==> src/rtl/irqbank_pkg.sv <==
package irqbank_pkg;
  localparam int OFF_CTRL     = 0;
  localparam int OFF_ISTAT    = 4;
  localparam int OFF_MASK     = 8;
  localparam int OFF_ERR_BASE = 12;
  localparam int OFF_BTOC     = 28;
  localparam int ERR_KINDS    = 4;

  // The order of the kinds fixes their register offsets.
  typedef enum logic [1:0] {
    ERR_BURST    = 2'd0,
    ERR_REQUEST  = 2'd1,
    ERR_TRANSFER = 2'd2,
    ERR_OVERFLOW = 2'd3
  } err_kind_e;

  function automatic int err_offset(input int kind);
    return OFF_ERR_BASE + 4 * kind;
  endfunction
endpackage

==> src/rtl/irqbank_w1c_reg.sv <==
module irqbank_w1c_reg #(
  parameter int W = 16
) (
  input  logic         clk,
  input  logic         rst_n,
  input  logic         soft_clr,
  input  logic [W-1:0] set_vec,
  input  logic         clr_wr,
  input  logic [W-1:0] clr_vec,
  output logic [W-1:0] q
);
  logic [W-1:0] clr_mask;
  assign clr_mask = clr_wr ? clr_vec : '0;

  always_ff @(posedge clk or negedge rst_n) begin
    if (!rst_n)        q <= '0;
    else if (soft_clr) q <= '0;
    else               q <= (q & ~clr_mask) | set_vec;
  end

  // a set always lands, even with a same-cycle clear
  a_r5_set_wins: assert property (@(posedge clk) disable iff (!rst_n)
    (!soft_clr && set_vec != '0) |=> ((q & $past(set_vec)) == $past(set_vec)));

  // the soft reset empties the register
  a_r8_soft_clear: assert property (@(posedge clk) disable iff (!rst_n)
    soft_clr |=> (q == '0));

  // bits not written as 1 survive a clear
  a_r4_keep_unmarked: assert property (@(posedge clk) disable iff (!rst_n)
    (clr_wr && !soft_clr) |=>
      ((q & ($past(q) & ~$past(clr_vec))) == ($past(q) & ~$past(clr_vec))));
endmodule

==> src/rtl/irqbank_cfg_regs.sv <==
module irqbank_cfg_regs
  import irqbank_pkg::*;
#(
  parameter int NCH   = 16,
  parameter int DW    = 32,
  parameter int AW    = 5,
  parameter int BTO_W = 15
) (
  input  logic             clk,
  input  logic             rst_n,
  input  logic             we,
  input  logic [AW-1:0]    addr,
  input  logic [DW-1:0]    wdata,
  output logic             enable,
  output logic             soft_clr,
  output logic [NCH-1:0]   mask,
  output logic [BTO_W:0]   btoc
);
  localparam int USED_W = (NCH > BTO_W + 1) ? NCH : BTO_W + 1;

  logic ctrl_hit, mask_hit, btoc_hit;
  logic unused_cfg;

  assign ctrl_hit   = we && (addr == AW'(OFF_CTRL));
  assign mask_hit   = we && (addr == AW'(OFF_MASK));
  assign btoc_hit   = we && (addr == AW'(OFF_BTOC));
  assign soft_clr   = ctrl_hit && wdata[1];
  assign unused_cfg = ^wdata[DW-1:USED_W];

  always_ff @(posedge clk or negedge rst_n) begin
    if (!rst_n) begin
      enable <= 1'b0;
      mask   <= '1;
      btoc   <= '0;
    end else begin
      if (ctrl_hit) enable <= wdata[0];
      if (soft_clr) begin
        mask <= '1;
        btoc <= '0;
      end else begin
        if (mask_hit) mask <= wdata[NCH-1:0];
        if (btoc_hit) btoc <= wdata[BTO_W:0];
      end
    end
  end

  // the reset request restores mask and timeout defaults
  a_r8_cfg_defaults: assert property (@(posedge clk) disable iff (!rst_n)
    soft_clr |=> (mask == '1 && btoc == '0));

  // the enable follows the written bit 0
  a_r7_enable_written: assert property (@(posedge clk) disable iff (!rst_n)
    ctrl_hit |=> (enable == $past(wdata[0])));
endmodule

==> src/rtl/dma_irq_status_bank.sv <==
module dma_irq_status_bank
  import irqbank_pkg::*;
#(
  parameter int NCH   = 16,
  parameter int DW    = 32,
  parameter int AW    = 5,
  parameter int BTO_W = 15
) (
  input  logic             clk,
  input  logic             rst_n,
  input  logic [NCH-1:0]   done_pulse,
  input  logic [NCH-1:0]   err_burst,
  input  logic [NCH-1:0]   err_request,
  input  logic [NCH-1:0]   err_transfer,
  input  logic [NCH-1:0]   err_overflow,
  input  logic [AW-1:0]    reg_addr,
  input  logic [DW-1:0]    reg_wdata,
  input  logic             reg_we,
  output logic [DW-1:0]    reg_rdata,
  output logic             irq,
  output logic             bto_enable,
  output logic [BTO_W-1:0] bto_count
);
  logic             enable, soft_clr;
  logic [NCH-1:0]   mask, istat, err_any, istat_set;
  logic [BTO_W:0]   btoc;
  logic [NCH-1:0]   err_in [ERR_KINDS];
  logic [NCH-1:0]   err_q  [ERR_KINDS];

  assign err_in[int'(ERR_BURST)]    = err_burst;
  assign err_in[int'(ERR_REQUEST)]  = err_request;
  assign err_in[int'(ERR_TRANSFER)] = err_transfer;
  assign err_in[int'(ERR_OVERFLOW)] = err_overflow;

  irqbank_cfg_regs #(.NCH(NCH), .DW(DW), .AW(AW), .BTO_W(BTO_W)) u_cfg (
    .clk(clk), .rst_n(rst_n), .we(reg_we), .addr(reg_addr), .wdata(reg_wdata),
    .enable(enable), .soft_clr(soft_clr), .mask(mask), .btoc(btoc)
  );

  always_comb begin
    err_any = '0;
    for (int k = 0; k < ERR_KINDS; k++) err_any = err_any | err_in[k];
  end

  assign istat_set = enable ? (done_pulse | err_any) : '0;

  irqbank_w1c_reg #(.W(NCH)) u_istat (
    .clk(clk), .rst_n(rst_n), .soft_clr(soft_clr), .set_vec(istat_set),
    .clr_wr(reg_we && (reg_addr == AW'(OFF_ISTAT))),
    .clr_vec(reg_wdata[NCH-1:0]), .q(istat)
  );

  for (genvar k = 0; k < ERR_KINDS; k++) begin : g_err
    logic [NCH-1:0] set_k;
    assign set_k = enable ? err_in[k] : '0;
    irqbank_w1c_reg #(.W(NCH)) u_err (
      .clk(clk), .rst_n(rst_n), .soft_clr(soft_clr), .set_vec(set_k),
      .clr_wr(reg_we && (reg_addr == AW'(err_offset(k)))),
      .clr_vec(reg_wdata[NCH-1:0]), .q(err_q[k])
    );
  end

  always_comb begin
    reg_rdata = '0;
    case (reg_addr)
      AW'(OFF_CTRL):  reg_rdata = DW'(enable);
      AW'(OFF_ISTAT): reg_rdata = DW'(istat);
      AW'(OFF_MASK):  reg_rdata = DW'(mask);
      AW'(OFF_BTOC):  reg_rdata = DW'(btoc);
      default: begin
        for (int k = 0; k < ERR_KINDS; k++)
          if (reg_addr == AW'(err_offset(k))) reg_rdata = DW'(err_q[k]);
      end
    endcase
  end

  assign irq        = |(istat & ~mask);
  assign bto_enable = btoc[BTO_W];
  assign bto_count  = btoc[BTO_W-1:0];

  // an enabled error pulse reaches the interrupt status
  a_r3_err_sets_istat: assert property (@(posedge clk) disable iff (!rst_n)
    (enable && !soft_clr && err_any != '0) |=>
      ((istat & $past(err_any)) == $past(err_any)));

  // with capture off and no write, status holds
  a_r7_disabled_hold: assert property (@(posedge clk) disable iff (!rst_n)
    (!enable && !reg_we) |=> (istat == $past(istat)));

  // a full mask keeps the line low
  a_r6_masked_quiet: assert property (@(posedge clk) disable iff (!rst_n)
    (mask == '1) |-> !irq);
endmodule

==> config.mk <==
export PLATFORM = sky130hd
export DESIGN_NAME = dma_irq_status_bank
export DESIGN_NICKNAME = d
export VERILOG_FILES = /design/src/rtl/irqbank_pkg.sv /design/src/rtl/irqbank_w1c_reg.sv /design/src/rtl/irqbank_cfg_regs.sv /design/src/rtl/dma_irq_status_bank.sv
export SDC_FILE = /design/constraint.sdc
export NUM_CORES = 1
export LEC_CHECK = 0
export ABC_AREA = 1
export BUFFER_PORTS_ARGS = -buffer_cell sky130_fd_sc_hd__buf_2
export CAP_MARGIN = 0
export CORE_ASPECT_RATIO = 0.8
export CORE_MARGIN = 3
export CORE_UTILIZATION = 50
export CTS_CLUSTER_DIAMETER = 50
export DETAILED_ROUTE_END_ITERATION = 12
export PLACE_DENSITY = 0.76
export SETUP_SLACK_MARGIN = 0.05
export SKIP_CTS_REPAIR_TIMING = 1
export SLEW_MARGIN = 20
export SYNTH_ARGS = -nofsm -noshare
export SYNTH_HDL_FRONTEND = slang
export SYNTH_SLANG_ARGS = --single-unit
==> constraint.sdc <==
create_clock -name clk -period 1.8 [get_ports clk]
set_clock_uncertainty 0.1 [all_clocks]
set_input_delay 0.27 -clock clk [delete_from_list [all_inputs] [get_ports clk]]
set_output_delay 0.27 -clock clk [all_outputs]
set_load 0.03 [all_outputs]
## Word-level counts from Yosys, hierarchy flattened

Cells that the tools add are included.

| storage, ports and cells | value |
|---|---|
| register bits after elaboration | 113 |
| bits in latches | 0 |
| bits in writable memories | 0 |
| ROM bits | 0 |
| input bits | 120 |
| logic and storage cells | 73 |
| memories | 0 |

| cells by class | value |
|---|---|
| add/subtract/negate cells | 0 |
| $mul | 0 |
| divide/modulo/power cells | 0 |
| magnitude comparators | 0 |
| equal/unequal tests | 7 |
| shifts and indexed selects | 0 |
| mux-type cells | 24 |
| bitwise logic cells | 21 |
| reduce and logical (&&, ||, !) cells | 13 |

Operators by type and width:

| kind | count |
|---|---|
| 2-to-1 mux 16 bit | 20 |
| OR 16 bit | 9 |
| case mux 32 bit (4 select lines) | 1 |
| bitwise AND 16 bit | 6 |
| 2-to-1 mux 32 bit | 3 |
| inverter 16 bit | 6 |
| == test 5 bit (second input constant) | 4 |
| OR reduction 16 bit | 1 |
| == test 5 x 4 -> 1 bit (second input constant) | 2 |
| logical AND 1 bit | 9 |
| == test 5 x 3 -> 1 bit (second input constant) | 1 |
| zero test 5 bit | 1 |
| nonzero test 2 bit | 2 |

## Logic depth before layout (Yosys ltp)

Gate-level depths: netlist of run 1.

| logic depth | value |
|---|---|
| word-level depth | 7 |
| gate-level depth with buffers | 9 |
| mapped depth without buffers | 8 |

## By module

From an unflattened synthesis of run 1, not the netlist that was laid out.

| unflattened totals | value |
|---|---|
| cell total of the unflattened synthesis | 1130 |
| area, all modules | 7983.9 um^2 |

Modules (own cells, without submodules):

| module | times used | cells an instance | area each (um^2) | seq. area each (um^2) |
|---|---|---|---|---|
| irqbank_w1c_reg | 5 | 84 | 805.8 | 400.4 |
| dma_irq_status_bank | 1 | 524 | 2408.6 | 0.0 |
| irqbank_cfg_regs | 1 | 186 | 1546.5 | 845.8 |

## Worst setup path before layout of run 1

No wires, ideal clock.

| timing path | value |
|---|---|
| path kind | input port to output port |
| start point | input port reg_addr[4] |
| end point | output port reg_rdata[10] |
| arrival | 1.431 ns |
| data required time | 1.430 ns |
| setup slack | -0.001 ns |
| cell stages on the path | 7 |
| buffers on the path | 3 |
| cells stage by stage | clkbuf_2 buf_2 buf_1 nand4_1 nand3_1 nor2_1 nand2_1 |

| between the ends | value |
|---|---|
| word-level cells in the longest chain between the ends | 6 |

Ends and longest elaborated chain:

| element | line | RTL |
|---|---|---|
| start, declared | dma_irq_status_bank.sv:16 | `input logic [AW-1:0] reg_addr,` |
| == test 5 x 4 -> 1 bit | dma_irq_status_bank.sv:72 | `if (reg_addr == AW'(err_offset(k))) reg_rdata = DW'(err_q[k]);` |
| 2-to-1 mux 16 bit | dma_irq_status_bank.sv:72 |  |
| 2-to-1 mux 32 bit (3 in series) | dma_irq_status_bank.sv:72 |  |
| case mux 32 bit (4 select lines) * | dma_irq_status_bank.sv:65 | `case (reg_addr)` |
| end, declared | dma_irq_status_bank.sv:19 | `output logic [DW-1:0] reg_rdata,` |

Every way passes the cells marked *; elsewhere a longest branch is shown, timed or not.

## Final worst setup path of run 1

| timing path | value |
|---|---|
| start point | register u_cfg.mask[7] |
| end point | output port irq |

| between the ends | value |
|---|---|
| word-level cells in the longest chain between the ends | 3 |

Ends and longest elaborated chain:

| element | line | RTL |
|---|---|---|
| start, declared | irqbank_cfg_regs.sv:16 | `output logic [NCH-1:0] mask,` |
| start signal, assigned | irqbank_cfg_regs.sv:41 | `if (mask_hit) mask <= wdata[NCH-1:0];` |
| inverter 16 bit | dma_irq_status_bank.sv:77 | `assign irq = \|(istat & ~mask);` |
| bitwise AND 16 bit | dma_irq_status_bank.sv:77 |  |
| OR reduction 16 bit | dma_irq_status_bank.sv:77 |  |
| end, declared | dma_irq_status_bank.sv:20 | `output logic irq,` |

Every way passes these cells.

==> results summary, run 1 <==
The run finished, with violations left. OpenSTA, run right after detailed placement, puts the worst setup slack at -157 ps. Entering global routing, the biggest net connects 61 pins. The relative contribution of sequential cells to total power is 36.8%.

The number of maximum-capacitance violations came out at 0. The total power came out at 9.60 mW. The power density normalized to cell area is 1040 nW/um2. The final number of max-transition violations is 0. The routed wire length is 24,200 um. The total track usage came out at 31.0%. The critical path is of the reg2out type.

The number of top-level pins is 169. The number of antenna violations at the first check in global routing came out at 0. The required time at the worst-slack endpoint is 1430 ps. In this run, the number of DRC markers left after iteration 0 of detailed routing was 926. The startpoint identified for the worst hold timing path is err_overflow[14]. After filler insertion, the fill cell instance count of the layout stands at 1,014.

The number of vias after detailed routing is 7,614. The placed instance count came out at 1,256. The number of inserted diodes is 0. The net count reported at finish came out at 1,231. Once detail routing completed, the nets flagged for antenna violations numbered 0.

Yosys printed 0 warnings. Net switching is 30.7% of the power. The post-route core utilization came out at 71.5%. The number of placement rows came out at 37.

The count of buffers added on input and output ports is 136. The slack of the critical path is -372 ps. The depth of the most critical reg-to-reg path is 3. The share of flip-flops with an asynchronous set or reset is 100%. Setup repair after global routing could not meet its margin everywhere. The final setup violation count came out at 14. The clock network is responsible for 40.9% of the overall power. The startpoint identified for the worst register-to-register timing path is u_cfg.enable. The TritonCTS buffer count came out at 17. The first-pass iteration count of the detailed router is 5. Of the synthesized area, sequential elements account for 42.5%. Internal power comes to 6.66 mW.

After global routing the overflow that remains totals 0. The final RePlAce weighted congestion is 0.915. The analysis attributes to cell leakage a power of 4.71 nW. Along the worst path, the maximum fanout reaches 2. The floorplan step defined a die boundary enclosing 14,800 um2. The number of register bits inferred by synthesis came out at 113. The vertical die dimension came out at 110 um. The effective utilization at floorplan is 51.7%. In the synthesized netlist the dominant register cell turns out to be sky130_fd_sc_hd__dfrtp_1. From synthesis to final layout, the design area changed by 38.5%. STA classifies the critical path startpoint as a flop. The cell count after synthesis came out at 945. The maximum vdd drop is 0.760 mV. The internal reg-to-reg setup slack is 510 ps. Data on the critical path arrives at its endpoint at 1800 ps. The average size of a mapped cell came out at 7.09 um2. The largest total area in the synthesized netlist belongs to sky130_fd_sc_hd__dfrtp_1. In the routed design, unresolved DRC markers number 0.

The cell count of the worst hold path came out at 3. The via count of the first global-routing pass is 6,717. The worst min-delay path endpoint is g_err[3].u_err.q[14]. The most common cell in the synthesized netlist is sky130_fd_sc_hd__nand2_1.

For the worst-skew pair, the clock arrives at the later sink with an insertion delay of 410 ps. The top achievable clock speed came out at 460 MHz. The die boundary width is 135 um. The hold violation total from the final report is 0.

The global-route wire length before repair came out at 35,600 um. The half-perimeter wire length after detailed placement came out at 16,000 um. By area the synthesized netlist is led by sky130_fd_sc_hd__dfrtp_1, sky130_fd_sc_hd__nand2_1, sky130_fd_sc_hd__nand4_1, sky130_fd_sc_hd__dfstp_2, sky130_fd_sc_hd__a21oi_1. The top-area cell type share of the netlist area is 36.2%. The power dissipated by switching net loads came out at 2.94 mW.

The time the final worst path needs with I/O delays and setup came out at 2170 ps. In this run the worst setup path begins at u_cfg.mask[7]. The share of the cycle needed by the critical path after routing came out at 121%. The number of synthesized flops with an enable pin came out at 0.

The netlist area before placement came out at 6700 um2. After clock tree synthesis, the clock-pin slew on the worst setup and hold paths is 60 ps. The TritonCTS clock tree is yes.

The final reports fail on setup timing. The fraction of layout instances using a drive strength above 1 came out at 32.9%. The commonest cells after synthesis are sky130_fd_sc_hd__nand2_1, sky130_fd_sc_hd__dfrtp_1, sky130_fd_sc_hd__nor2_1. Synthesis instantiated 29 different standard cells from the library. STA classifies the critical path endpoint as a primary output. CTS built an H-tree with a depth of 4. The maximum clock path buffer count is 2. In the routed layout, each cell is associated on average with a via count of 5.87. In this run the clock root is driven by a sky130_fd_sc_hd__clkbuf_16.

The endpoint identified for the worst register-to-register timing path is u_istat.q[6]. The number of non-filler instances in the completed layout is 1,298. The clock sink total came out at 113. The class of the worst hold path is in2reg. The core area is 13,000 um2. The mean routed wirelength per cell is 18.6 um.

The part of the power in combinational logic is 22.4%.
==> worst max-delay path by stage <==
| stage | end | slack [ps] | cells past startpoint |
|---|---|---|---|
| global placement | reg_rdata[14] | -120 | 11 |
| global route | irq | -400 | 7 |
| finish | irq | -370 | 7 |
| detailed placement | reg_rdata[14] | -160 | 11 |
| CTS | irq | -460 | 7 |
| floorplan | reg_rdata[10] | 90 | 8 |
==> cells in the final DEF, fill, tap and decap left out, types with 2 or more instances in the layout <==
cell type	n
sky130_fd_sc_hd__conb_1	16
sky130_fd_sc_hd__nand2_1	274
sky130_fd_sc_hd__nor2_4	17
sky130_fd_sc_hd__dfrtp_1	96
sky130_fd_sc_hd__nand4_1	96
sky130_fd_sc_hd__inv_4	3
sky130_fd_sc_hd__buf_12	15
sky130_fd_sc_hd__nor2_1	74
sky130_fd_sc_hd__nand2_4	26
sky130_fd_sc_hd__nand3_2	9
sky130_fd_sc_hd__inv_1	36
sky130_fd_sc_hd__buf_8	2
sky130_fd_sc_hd__dfstp_2	16
sky130_fd_sc_hd__buf_2	113
sky130_fd_sc_hd__nand2_2	32
sky130_fd_sc_hd__inv_2	6
sky130_fd_sc_hd__a21oi_1	83
sky130_fd_sc_hd__buf_6	29
sky130_fd_sc_hd__o21ai_0	18
sky130_fd_sc_hd__nand3_1	56
sky130_fd_sc_hd__clkbuf_16	18
sky130_fd_sc_hd__nor2_2	16
sky130_fd_sc_hd__bufinv_16	6
sky130_fd_sc_hd__clkinv_2	3
sky130_fd_sc_hd__clkbuf_8	4
sky130_fd_sc_hd__buf_4	48
==> routing by layer <==
metal / GRT usage, % / vias up / wire length, um
met5: 0 / - / 0
met4: 11.8 / 0 / 843
met3: 6.54 / 66 / 2630
li1: - / 3432 / -
met1: 42.7 / 3591 / 9470
met2: 48.5 / 525 / 11300
==> registers in the layout (all words and copies together), names as in the netlist <==
| register | flops |
|---|---|
| u_cfg.enable | 1 |
| g_err.u_err.q | 64 |
| u_cfg.mask | 16 |
| u_cfg.btoc | 16 |
| u_istat.q | 16 |
==> per-stage QoR <==
step                      cell area (um2)  TNS (ps)  hold WS [ps]
after detailed placement             7840     -1770          73.5
after floorplan                      6750         0          -126
final                                9270      -886          9.05
after CTS                            8520     -2340          -357
after global placement               7840     -1770          71.7
after global routing                 9270     -1640          6.77
==> power by group through the flow <==
| stage | sequential (mW) | clock (mW) | combinational, mW |
|---|---|---|---|
| 2_1_floorplan | 3.54 | 0 | 1.09 |
| 3_3_place_gp | 3.48 | 0 | 1.85 |
| 3_5_place_dp | 3.49 | 0 | 1.89 |
| 4_1_cts | 3.47 | 3.92 | 1.91 |
| 5_1_grt | 3.58 | 4.08 | 2.35 |
| 6_report | 3.53 | 3.92 | 2.15 |
==> cell type report <==
| class | instances | area, um2 | area share (%) |
|---|---|---|---|
| Sequential cell | 113 | 2850 | 30.7 |
| Inverter | 46 | 180 | 1.94 |
| Clock inverter | 10 | 204 | 2.20 |
| Multi-Input combinational cell | 724 | 3720 | 40.1 |
| Clock buffer | 21 | 480 | 5.18 |
| Timing Repair Buffer | 209 | 1620 | 17.4 |
| Tap cell | 175 | 219 | 2.36 |
==> critical path, cell delays in order (launching register included) <==
cell                      delay (ps)
sky130_fd_sc_hd__dfstp_2         530
sky130_fd_sc_hd__inv_2            50
sky130_fd_sc_hd__nand2_2          60
sky130_fd_sc_hd__nand4_1         160
sky130_fd_sc_hd__nor3_2          210
sky130_fd_sc_hd__buf_4           150
sky130_fd_sc_hd__nand3_4          70
sky130_fd_sc_hd__buf_6           160
==> cells by family (layout without fill, tap and decap cells) <==
group | after synthesis | in the layout | synth area share [%]
buf+inv | 123 | 286 | 9.40
compound gates | 103 | 103 | 7.72
other cells | 1 | 16 | 0.0560
simple gates | 605 | 605 | 40.3
flops | 113 | 113 | 42.5
(Power assumes the default switching activity.)
==> run 2, diff against run 1 <==
--- a/config.mk
+++ b/config.mk
@@ -14,9 +14,9 @@
 export CTS_CLUSTER_DIAMETER = 50
 export DETAILED_ROUTE_END_ITERATION = 12
 export PLACE_DENSITY = 0.76
-export SETUP_SLACK_MARGIN = 0.05
+export SETUP_SLACK_MARGIN = 0.1
 export SKIP_CTS_REPAIR_TIMING = 1
-export SLEW_MARGIN = 20
+export SLEW_MARGIN = 25
 export SYNTH_ARGS = -nofsm -noshare
 export SYNTH_HDL_FRONTEND = slang
 export SYNTH_SLANG_ARGS = --single-unit
==> results summary, run 2 (synthesized netlist as in run 1, its figures left out) <==
The remaining global-route overflow is 0 (unchanged). The TritonCTS buffer count is 17 (unchanged). The detailed-route DRC error count came to 0 (unchanged).

The first-pass iteration count of the detailed router is 6 (was 5). The number of top-level pins came out at 169 (unchanged). Highest-count cells in the layout ignoring fill and taps: sky130_fd_sc_hd__nand2_1, sky130_fd_sc_hd__buf_2, sky130_fd_sc_hd__nand4_1, sky130_fd_sc_hd__dfrtp_1, sky130_fd_sc_hd__a21oi_1 (unchanged). The number of nets still failing antenna checks after routing came out at 0 (unchanged). The relative contribution of sequential cells to total power was 37.2% (was 36.8%). The hold violation total from the final report came out at 0 (unchanged). The overall die area is 14,800 um2 (unchanged). The final setup violation count came out at 11 (was 14). The power density normalized to cell area was 1030 nW/um2 (was 1040 nW/um2). The largest driver fanout on the critical path came out at 2 (unchanged). The synthesis-to-layout area growth came out at 36.5% (was 38.5%). The post-route cell area came to 9140 um2 (was 9270 um2). The via-per-instance ratio is 5.88 (was 5.87). The number of inserted diodes came out at 0 (unchanged). The clock root buffer is sky130_fd_sc_hd__clkbuf_16 (unchanged). The time the final worst path needs with I/O delays and setup is 2140 ps (was 2170 ps). The top achievable clock speed is 468 MHz (was 460 MHz). The leading cell type in the layout, fill and taps excluded is sky130_fd_sc_hd__nand2_1 (unchanged). The signal arrival time at the worst endpoint is 1770 ps (was 1800 ps). The worst-case headroom to the max-slew limit is 57.2%.

The share of the cycle needed by the critical path after routing came out at 119% (was 121%). The routed wire length was 24,600 um (was 24,200 um). The critical register-to-register path startpoint was u_cfg.enable (unchanged).

Status: finished with violations (unchanged). The pin count of the biggest net entering global routing came out at 114 (was 61). The type of destination of the critical path is a primary output (unchanged). The mean routed wirelength per cell is 18.9 um (was 18.6 um). The half-perimeter wire length after detailed placement is 16,100 um (was 16,000 um). The final RePlAce weighted congestion is 0.920 (was 0.915). The total track usage is 31.2% (was 31.0%). The number of antenna violations at the first check in global routing came out at 0 (unchanged).

The depth of the CTS H-tree is 4 (unchanged). The class of the worst hold path is in2reg (unchanged). The kind of critical path is reg2out (unchanged). The global-route wire length before repair is 35,700 um (was 35,600 um). The effective utilization at floorplan came out at 51.7% (unchanged). The end of the critical path is irq (unchanged). The post-placement cell area came out at 7830 um2 (was 7840 um2). The critical path launch point was u_cfg.mask[7] (unchanged). The via count of the first global-routing pass is 6,697 (was 6,717). The leakage dissipation is 4.57 nW (was 4.71 nW).

The number of placement rows is 37 (unchanged). The category of the worst setup path launch point is a flop (unchanged). The slack of the critical path is -338 ps (was -372 ps). The depth of the most critical reg-to-reg path came to 3 (unchanged).

The part of the power in combinational logic came to 22.7% (was 22.4%). The core area is 13,000 um2 (unchanged). The maximum vdd drop is 0.671 mV (was 0.760 mV). The maximum clock path buffer count is 2 (unchanged).

The final number of max-transition violations came out at 0 (unchanged). The internal power of the cells came out at 6.40 mW (was 6.66 mW). The source-to-sink clock delay at the later pin of the worst-skew pair is 420 ps (was 410 ps). The internal reg-to-reg setup slack was 480 ps (was 510 ps). The total power is 9.40 mW (was 9.60 mW). The fraction of layout instances using a drive strength above 1 came out at 32.9% (about the same). The vertical die dimension came out at 110 um (unchanged). The net count reported at finish came out at 1,233 (was 1,231). The number of maximum-capacitance violations came out at 0 (unchanged). The number of vias after detailed routing is 7,655 (was 7,614). The end of the worst register-to-register path was u_istat.q[13] (was u_istat.q[6]). The post-route core utilization is 70.5% (was 71.5%).

The power dissipated by switching net loads is 2.99 mW (was 2.94 mW). The filler cell count in the final layout was 1,013 (was 1,014). The die boundary width is 135 um (unchanged). The top register by number of flip-flops is g_err.u_err.q (unchanged). The proportion of total power due to net switching is 31.9% (was 30.7%). The clock sink total came out at 113 (unchanged). For the pin with the worst max-slew slack, the measured transition is 642 ps. The TritonCTS clock tree was yes (unchanged). The clock transition at the registers of the reported paths is 60 ps (about the same). The count of routing violations after the opening detailed-route iteration came to 991 (was 926).

RSZ-0062 raised after global routing: yes (unchanged). The required time at the worst-slack endpoint is 1430 ps (about the same). The flip-flop count of the largest register, all copies and words added is 64 (unchanged). The number of buffer cells added on primary ports came out at 136 (unchanged). The proportion of power drawn by the clock network is 40.1% (was 40.9%). Violations in the final reports: setup timing (unchanged).
run 2: worst min-delay path by stage:
stage,start,end,cells past startpoint,slack [ps]
4_1_cts,rst_n,u_cfg.btoc[9],2,-140
2_1_floorplan,rst_n,g_err[0].u_err.q[0],0,-130
5_1_grt,err_transfer[13],g_err[2].u_err.q[13],3,2
3_3_place_gp,rst_n,u_cfg.btoc[9],2,300
3_5_place_dp,rst_n,u_cfg.btoc[9],2,300
6_report,err_transfer[13],g_err[2].u_err.q[13],3,4
run 2: critical path, stage by stage, from the launching register on:
cell	delay [ps]
sky130_fd_sc_hd__dfstp_2	530
sky130_fd_sc_hd__inv_1	60
sky130_fd_sc_hd__nand2_2	70
sky130_fd_sc_hd__nand4_1	110
sky130_fd_sc_hd__nor3_2	200
sky130_fd_sc_hd__buf_4	150
sky130_fd_sc_hd__nand3_2	70
sky130_fd_sc_hd__buf_6	150
run 2: area by class of cell:
cell class | instances | area [um2] | area share, %
clock buffers | 19 | 443 | 4.85
clock inverters | 13 | 209 | 2.29
inverters | 46 | 185 | 2.03
multi-input cells | 724 | 3600 | 39.4
flip-flops and latches | 113 | 2850 | 31.2
well taps | 175 | 219 | 2.40
repair buffers | 211 | 1630 | 17.9
run 2: power groups by stage:
stage               combinational [mW]  clock [mW]  sequential (mW)
floorplan                         1.10           0             3.54
global placement                  1.84           0             3.48
detailed placement                1.88           0             3.50
CTS                               1.90        3.77             3.47
global route                      2.32        3.90             3.55
finish                            2.13        3.77             3.50
run 2: stage by stage:
stage | instances | setup TNS, ps | hold WS, ps | setup WS, ps
after global routing | 1301 | -1950 | 1.98 | -424
after global placement | 1254 | -2170 | 300 | -150
final | 1301 | -754 | 4.15 | -338
after floorplan | 960 | 0 | -126 | 101
after detailed placement | 1254 | -3470 | 301 | -175
after CTS | 1286 | -3160 | -141 | -367
run 2: per-layer routing:
metal	GRT usage, %	routed length (um)	vias to the layer above
li1	-	-	3440
met1	44.0	9510	3614
met4	11.2	847	0
met3	7.09	2870	83
met2	47.7	11400	518
met5	0	0	-
